==> src/rtl/iexu_pkg.sv <==
package iexu_pkg;

  typedef enum logic [4:0] {
    OP_MOV   = 5'd0,
    OP_NOT   = 5'd1,
    OP_ADD   = 5'd2,
    OP_SUB   = 5'd3,
    OP_SUBR  = 5'd4,
    OP_AND   = 5'd5,
    OP_OR    = 5'd6,
    OP_XOR   = 5'd7,
    OP_MOVS  = 5'd8,
    OP_ADDS  = 5'd9,
    OP_ADDI  = 5'd10,
    OP_MOVEA = 5'd11,
    OP_MOVHI = 5'd12,
    OP_ANDI  = 5'd13,
    OP_ORI   = 5'd14,
    OP_XORI  = 5'd15
  } op_e;

  localparam int OP_W = 5;

  // Codes at or above this value are reserved
  localparam logic [OP_W-1:0] OP_FIRST_RESERVED = 5'd16;

  function automatic logic op_is_legal(input logic [OP_W-1:0] code);
    return code < OP_FIRST_RESERVED;
  endfunction

  // Three-operand immediate forms write the third index
  function automatic logic op_uses_third(input logic [OP_W-1:0] code);
    return code >= OP_ADDI && code <= OP_XORI;
  endfunction

endpackage

==> src/rtl/iexu_regfile.sv <==
module iexu_regfile #(
  parameter int DW   = 32,
  parameter int NREG = 32,
  localparam int IW  = $clog2(NREG)
) (
  input  logic          clk,
  input  logic          rst,
  input  logic [IW-1:0] ra_idx,
  output logic [DW-1:0] ra_data,
  input  logic [IW-1:0] rb_idx,
  output logic [DW-1:0] rb_data,
  input  logic          we,
  input  logic [IW-1:0] wa_idx,
  input  logic [DW-1:0] wa_data
);

  logic [DW-1:0]   bank [NREG];
  logic [NREG-1:0] wen;

  // Per-entry write enables; entry 0 never gets one
  for (genvar g = 0; g < NREG; g++) begin : g_wdec
    if (g == 0) begin : g_zero
      assign wen[g] = 1'b0;
    end else begin : g_live
      assign wen[g] = we && (wa_idx == IW'(g));
    end
  end

  always_ff @(posedge clk) begin
    for (int i = 0; i < NREG; i++) begin
      if (rst)          bank[i] <= '0;
      else if (wen[i])  bank[i] <= wa_data;
    end
  end

  assign ra_data = (ra_idx == '0) ? '0 : bank[ra_idx];
  assign rb_data = (rb_idx == '0) ? '0 : bank[rb_idx];

endmodule

==> src/rtl/iexu_immgen.sv <==
module iexu_immgen #(
  parameter int DW     = 32,
  parameter int IMM_W  = 16,
  parameter int SIMM_W = 5
) (
  input  logic [IMM_W-1:0] imm,
  output logic [DW-1:0]    short_sx,
  output logic [DW-1:0]    long_sx,
  output logic [DW-1:0]    long_zx,
  output logic [DW-1:0]    long_hi
);

  localparam int HI_SH = DW - IMM_W;

  function automatic logic [DW-1:0] sext_short(input logic [SIMM_W-1:0] v);
    return {{(DW-SIMM_W){v[SIMM_W-1]}}, v};
  endfunction

  function automatic logic [DW-1:0] sext_long(input logic [IMM_W-1:0] v);
    return {{(DW-IMM_W){v[IMM_W-1]}}, v};
  endfunction

  function automatic logic [DW-1:0] zext_long(input logic [IMM_W-1:0] v);
    return {{(DW-IMM_W){1'b0}}, v};
  endfunction

  function automatic logic [DW-1:0] upper_place(input logic [IMM_W-1:0] v);
    return zext_long(v) << HI_SH;
  endfunction

  assign short_sx = sext_short(imm[SIMM_W-1:0]);
  assign long_sx  = sext_long(imm);
  assign long_zx  = zext_long(imm);
  assign long_hi  = upper_place(imm);

endmodule

==> src/rtl/iexu_datapath.sv <==
module iexu_datapath
  import iexu_pkg::*;
#(
  parameter int DW = 32,
  parameter int IW = 5
) (
  input  logic [OP_W-1:0] op,
  input  logic [DW-1:0]   reg1,
  input  logic [DW-1:0]   reg2,
  input  logic [DW-1:0]   short_sx,
  input  logic [DW-1:0]   long_sx,
  input  logic [DW-1:0]   long_zx,
  input  logic [DW-1:0]   long_hi,
  input  logic [IW-1:0]   idx_b,
  input  logic [IW-1:0]   idx_c,
  output logic [DW-1:0]   result,
  output logic [IW-1:0]   dst,
  output logic            legal
);

  // Wrapping arithmetic, no carry out kept
  function automatic logic [DW-1:0] wrap_add(input logic [DW-1:0] x, input logic [DW-1:0] y);
    return x + y;
  endfunction

  function automatic logic [DW-1:0] wrap_sub(input logic [DW-1:0] x, input logic [DW-1:0] y);
    return x - y;
  endfunction

  assign legal = op_is_legal(op);
  assign dst   = op_uses_third(op) ? idx_c : idx_b;

  always_comb begin
    result = '0;
    case (op)
      OP_MOV:   result = reg1;
      OP_NOT:   result = ~reg1;
      OP_ADD:   result = wrap_add(reg2, reg1);
      OP_SUB:   result = wrap_sub(reg2, reg1);
      OP_SUBR:  result = wrap_sub(reg1, reg2);
      OP_AND:   result = reg2 & reg1;
      OP_OR:    result = reg2 | reg1;
      OP_XOR:   result = reg2 ^ reg1;
      OP_MOVS:  result = short_sx;
      OP_ADDS:  result = wrap_add(reg2, short_sx);
      OP_ADDI,
      OP_MOVEA: result = wrap_add(reg1, long_sx);
      OP_MOVHI: result = wrap_add(reg1, long_hi);
      OP_ANDI:  result = reg1 & long_zx;
      OP_ORI:   result = reg1 | long_zx;
      OP_XORI:  result = reg1 ^ long_zx;
      default:  result = '0;
    endcase
  end

endmodule

==> src/rtl/int_exec_unit.sv <==
module int_exec_unit
  import iexu_pkg::*;
#(
  parameter int DW     = 32,
  parameter int NREG   = 32,
  parameter int IMM_W  = 16,
  parameter int SIMM_W = 5,
  localparam int IW    = $clog2(NREG)
) (
  input  logic             clk,
  input  logic             rst,
  input  logic             op_valid,
  input  logic [OP_W-1:0]  op_sel,
  input  logic [IW-1:0]    idx_a,
  input  logic [IW-1:0]    idx_b,
  input  logic [IW-1:0]    idx_c,
  input  logic [IMM_W-1:0] imm,
  output logic             res_valid,
  output logic [IW-1:0]    res_idx,
  output logic [DW-1:0]    res_data
);

  logic [DW-1:0] rd_a, rd_b;
  logic [DW-1:0] short_sx, long_sx, long_zx, long_hi;
  logic [DW-1:0] alu_out;
  logic [IW-1:0] alu_dst;
  logic          op_legal;
  logic          wr_en;

  assign wr_en = op_valid && op_legal;

  iexu_regfile #(.DW(DW), .NREG(NREG)) u_rf (
    .clk     (clk),
    .rst     (rst),
    .ra_idx  (idx_a),
    .ra_data (rd_a),
    .rb_idx  (idx_b),
    .rb_data (rd_b),
    .we      (wr_en),
    .wa_idx  (alu_dst),
    .wa_data (alu_out)
  );

  iexu_immgen #(.DW(DW), .IMM_W(IMM_W), .SIMM_W(SIMM_W)) u_imm (
    .imm      (imm),
    .short_sx (short_sx),
    .long_sx  (long_sx),
    .long_zx  (long_zx),
    .long_hi  (long_hi)
  );

  iexu_datapath #(.DW(DW), .IW(IW)) u_dp (
    .op       (op_sel),
    .reg1     (rd_a),
    .reg2     (rd_b),
    .short_sx (short_sx),
    .long_sx  (long_sx),
    .long_zx  (long_zx),
    .long_hi  (long_hi),
    .idx_b    (idx_b),
    .idx_c    (idx_c),
    .result   (alu_out),
    .dst      (alu_dst),
    .legal    (op_legal)
  );

  // Result report, aligned with the register-file write
  always_ff @(posedge clk) begin
    if (rst) begin
      res_valid <= 1'b0;
      res_idx   <= '0;
      res_data  <= '0;
    end else begin
      res_valid <= wr_en;
      if (wr_en) begin
        res_idx  <= alu_dst;
        res_data <= alu_out;
      end
    end
  end

endmodule

==> config.mk <==
export PLATFORM = sky130hd
export DESIGN_NAME = int_exec_unit
export DESIGN_NICKNAME = d
export VERILOG_FILES = /design/src/rtl/iexu_pkg.sv /design/src/rtl/iexu_regfile.sv /design/src/rtl/iexu_immgen.sv /design/src/rtl/iexu_datapath.sv /design/src/rtl/int_exec_unit.sv
export SDC_FILE = /design/constraint.sdc
export NUM_CORES = 2
export LEC_CHECK = 0
export ABC_CLOCK_PERIOD_IN_PS = 17100
export BUFFER_PORTS_ARGS = -buffer_cell sky130_fd_sc_hd__buf_2
export CORE_UTILIZATION = 40
export CTS_CLUSTER_DIAMETER = 120
export DETAILED_ROUTE_END_ITERATION = 8
export HOLD_SLACK_MARGIN = 0.12
export PLACE_DENSITY_LB_ADDON = 0.05
export SLEW_MARGIN = 20
export SYNTH_ARGS = -nofsm -noshare
export SYNTH_HDL_FRONTEND = slang
export SYNTH_SLANG_ARGS = --single-unit
==> constraint.sdc <==
create_clock -name clk -period 17.1 [get_ports clk]
set_input_delay 2.565 -clock clk [delete_from_list [all_inputs] [get_ports clk]]
set_output_delay 2.565 -clock clk [all_outputs]
set_load 0.02 [all_outputs]
* After elaboration in Yosys (flattened, before gate mapping)
Memories as Yosys holds them, arrays and structs flattened. Cells that the tools add are included.
Word-level totals: flip-flop bits (word level) 38, memory bits (writable) 1024, bits of input ports 39, output and inout port bits 38, logic and storage cells 264, memories 1
Memory list:
- u_rf.bank | words 32, bits a word 32, read ports 2, clocked after Yosys merged registers in 0, write ports 32, line iexu_regfile.sv:17 | logic [DW-1:0] bank [NREG];
Operators by class: add/subtract/negate cells 6, $lt $le $gt $ge 3, equal/unequal tests 46, multiplexer cells 130, bitwise gates (word level) 38, reduce and logical (&&, ||, !) cells 37
Operators with widths (count):
- $mux 32 | 33
- $pmux 32 s15 | 1
- $add 32x32->32 | 4
- $mux 1 | 95
- $eq 5x4->1 const B | 16
- $eq 5x5->1 const B | 16
- $sub 32x32->32 | 2
- $eq 5x3->1 const B | 8
- $logic_and 1x1->1 | 33
- $and 32x16->32 | 1
- $and 32x32->32 | 1
- $not 32->32 | 1
- $or 32x16->32 | 1
- $or 32x32->32 | 1
- $xor 32x16->32 | 1
- $xor 32x32->32 | 1
- $or 1x1->1 | 31
- $eq 5x2->1 const B | 4
- $logic_not 5->1 | 3
- $eq 5x1->1 const B | 2
- $ge 5x4->1 const B | 1
- $le 5x4->1 const B | 1
- $lt 5x5->1 const B | 1
- $mux 5 | 1
- $reduce_or 2->1 | 1

* Depth between registers and ports, before layout
depth in word-level cells 9, depth in mapped cells 36, depth with buffers taken out 28

* Hierarchy
A second synthesis with hierarchy kept.
Second synthesis, totals: cell total of the unflattened synthesis 5218, area, all modules 63940.1 µm²
By module, submodules not included:
- iexu_regfile | times used 1, cells an instance 3719, area an instance 53685.2 µm², sequential area each 29788.6 µm²
- iexu_datapath | times used 1, cells an instance 1199, area an instance 7601.0 µm², sequential area each 0.0 µm²
- int_exec_unit | times used 1, cells an instance 171, area an instance 1689.1 µm², sequential area each 760.7 µm²
- iexu_immgen | times used 1, cells an instance 129, area an instance 964.7 µm², sequential area each 0.0 µm²

* Worst setup path before layout
No wires, ideal clock.
kind input -> register, start in idx_a[2], end mem u_rf.bank[3][31] (data pin), setup time 0.260 ns, arrival 8.983 ns, data required time 16.840 ns, path slack 7.857 ns, stages 36, path buffers 8, path through buf_4 -> buf_2 -> buf_2 -> buf_2 -> buf_2 -> buf_2 -> mux2i_1 -> nand2_1 -> nand4_1 -> o21ai_0 -> a31oi_1 -> ha_1 -> inv_1 -> a41o_1 -> and3b_1 -> and2_1 -> nand2_1 -> nor2_1 -> nand2_1 -> xnor2_1 -> a21oi_1 -> ha_1 -> clkbuf_1 -> a21o_1 -> a21o_1 -> a21oi_1 -> o21ai_0 -> a21o_1 -> a21o_1 -> nor2b_1 -> a211oi_1 -> o31ai_2 -> xnor2_1 -> a221oi_2 -> buf_6 -> nor2_2
RTL lines:
- start: declaration | line int_exec_unit.sv:14 | input logic [IW-1:0] idx_a,
- end: declaration | line iexu_regfile.sv:17

==> impl_metrics.csv <==
group,metric,value,unit
drt,final_antenna_net_count,0,
clock_network,root_buffer,"clkbuf_16",
hold_path,hold_class,"reg -> reg",
critical_path,cp.arrival,11220,ps
global_routing,overflow,0,
floorplan,core,152000,um^2
floorplan,die_h,394,um
drt,drtIter0Drc,6126,
floorplan,start_util,0.404,
logic_synthesis,synth.area.top_cells,"edfxtp_1, mux4_2, nor2_1",
critical_path,cp_slowest_cell,"o22ai_1",
clock_network,post_cts_buffers,0,
floorplan,dieArea,155000,um^2
global_routing,track_usage,0.334,
sta,tightest_slew,1300,ps
clock_network,cts_tree,"done",
layout,area_growth,11.6,%
drt,drc,0,
logic_synthesis,seq_area_frac_synth,0.498,
global_routing,antenna_found_initial,9,
sta,setup_viol,0,
sta,whs,494,ps
critical_path,crit_path_frequent_cell,"buf_4",
critical_path,crit_required,17580,ps
drt,via_per_inst,6.48,
logic_synthesis,synth_top_cell_by_area,"edfxtp_1",
critical_path,startpoint,"idx_b[1]",
clock_network,cts-resized-gates,0,
sta,finalHoldViolCount,0,
clock_network,htreeDepth,3,
power_and_ir_drop,irDropWorstVdd,102,uV
critical_path,r2r-start,"u_rf.bank[27][5]$_SDFFCE_PN0P_",
clock_network,clock_latency,780,ps
sta,fin_setup_tns,0,ps
layout,final_cells,7225,
critical_path,critPathCaptureType,"flop",
floorplan,die_w,394,um
run_status,outcome,"finished clean",
logic_synthesis,synth_edf_count,992,
critical_path,crit_type,"in -> reg",
placed_design,pre_cts_ws,5700,ps
logic_synthesis,yosysMostFrequentCell,"nor2_1",
critical_path,rr_worst_depth,27,
sta,finalClockSkew,46.3,ps
sta,final.period_utilization,0.628,
critical_path,startpoint_type,"primary input",
sta,rsz0062_at_grt,"no",
global_routing,grt_max_degree,86,
drt,avgRoutedWirePerCell,36.5,um
logic_synthesis,syn_area_per_cell,11.9,um^2
logic_synthesis,synth_nets,5372,
power_and_ir_drop,power_density,105,nW/um^2
job,drv_cap,0,
placed_design,post-dp-hpwl,171000,um
critical_path,r2r_slack,9290,ps
drt,vias,46800,
floorplan,ios,77,
critical_path,max_stage_delay,840,ps
drt,routed_wl,264000,um
hold_path,holdPathEnd,"res_data[13]$_SDFFE_PP0P_",
logic_synthesis,synth.distinct_cells,97,
clock_network,ctsHoldBuffers,0,
hold_path,min_from,"res_data[13]$_SDFFE_PP0P_",
placed_design,gp_congestion,0.925,
logic_synthesis,synth_cells,5157,
power_and_ir_drop,p_total,7.16,mW
logic_synthesis,ys_seq_elements,1030,
sta,max_clock_freq,93.2,MHz
sta,relSlewSlack,0.137,
clock_network,clockBufferDepth,3,
drt,drt-pass1-iter-count,8,
clock_network,cts_inserted_buffers,117,
clock_network,clock-sinks,1030,
hold_path,whs_path_depth,2,
clock_network,path_clk_slew,60,ps
global_routing,grt_pass1_wl,366000,um
logic_synthesis,ys.flop_type,"edfxtp_1",
layout,drive_gt1_frac,0.206,
logic_synthesis,netlist_area,61400,um^2
placed_design,port_buffers,76,
power_and_ir_drop,total_leakage_power,24.9,nW
critical_path,path_max_fanout,74,
logic_synthesis,async_flop_share,0,
layout,nets,5310,
logic_synthesis,synth_common_cells,"nor2_1, edfxtp_1, mux4_2, clkbuf_1, mux2i_1",
logic_synthesis,yosysWarnings,0,
floorplan,rows,143,
critical_path,timing.rr.end,"u_rf.bank[28][29]$_SDFFCE_PN0P_",
global_routing,grt_pass1_vias,45200,
logic_synthesis,synth.top_cell.area_share,0.485,
sta,fin_crit,10730,ps
placed_design,dp_cells,7003,
sta,slew_violations,0,
sta,worst_slack,6370,ps
## cells by family after synthesis
group / share of synthesized area
AOI/OAI and AO/OA: 0.0982
xor gates and xnor gates: 0.0161
adders and majority gates: 0.0366
buffers and inverters: 0.0419
DFF: 0.498
muxes: 0.193
and+or+nand+nor: 0.117
## metrics by stage
stage	area [um^2]	util
global placement	64600	0.425
floorplan	61400	-
global route	68500	0.450
CTS	68400	0.450
finish	68500	0.450
detailed placement	64600	0.425
## power by group
group / internal (mW) / switching (mW)
Combinational: 0.518 / 1.15
Sequential: 2.86 / 0.0494
Clock: 1.48 / 1.11
## flip-flops by register name (all words and copies together), names as in the netlist
name and count:
res_idx 5, res_data 32, res_valid 1, u_rf.bank 992
## worst max path at each step
stage | endpoint | slack [ps] | depth (start not counted)
floorplan | u_rf.bank[3][31]$_SDFFCE_PN0P_ | 7860 | 36
global placement | u_rf.bank[26][29]$_SDFFCE_PN0P_ | 5800 | 30
detailed placement | u_rf.bank[25][29]$_SDFFCE_PN0P_ | 5700 | 30
CTS | u_rf.bank[25][29]$_SDFFCE_PN0P_ | 6500 | 30
global route | u_rf.bank[28][29]$_SDFFCE_PN0P_ | 5970 | 30
finish | u_rf.bank[28][29]$_SDFFCE_PN0P_ | 6370 | 30
## worst max-delay path, delay by kind of cell
| kind | cells | cell delay [ps] |
|---|---|---|
| AOI/OAI and AO/OA | 16 | 4500 |
| buffers and inverters | 6 | 2200 |
| and+or+nand+nor | 6 | 1170 |
| adders and majority gates | 1 | 400 |
| xor gates and xnor gates | 1 | 170 |
## metal layers
metal	GRT usage	wire (um)	vias to the layer above
li1	-	-	19400
met5	0	13	-
met2	0.521	120000	2537
met3	0.0671	25500	453
met4	0.114	9300	2
met1	0.465	109000	24400
## placed cells by master, fill, tap and decap left out, types with 56 or more instances in the layout
cell | synthesis | routed
mux2_2 | 61 | 61
inv_1 | 114 | 112
buf_4 | 24 | 197
buf_2 | 70 | 69
o21ai_0 | 134 | 121
ha_1 | 173 | 173
nand2_1 | 223 | 192
a22o_1 | 56 | 56
xnor2_1 | 94 | 94
mux4_2 | 386 | 386
mux2i_1 | 237 | 237
nor2_1 | 1133 | 1128
a21oi_1 | 197 | 188
o22ai_1 | 70 | 70
clkbuf_16 | 0 | 118
a211oi_1 | 67 | 60
edfxtp_1 | 992 | 992
## cell type report
type                    instances  area [um^2]
repair buffers                276         2000
well taps                    2030         2540
multi-input cells            3552        29100
diodes                          3         7.51
clock buffers                 148         3160
clock inverters                68          691
flip-flops and latches       1030        30500
inverters                     118          444
fillers                     13900        83600
(Power assumes the default switching activity.)
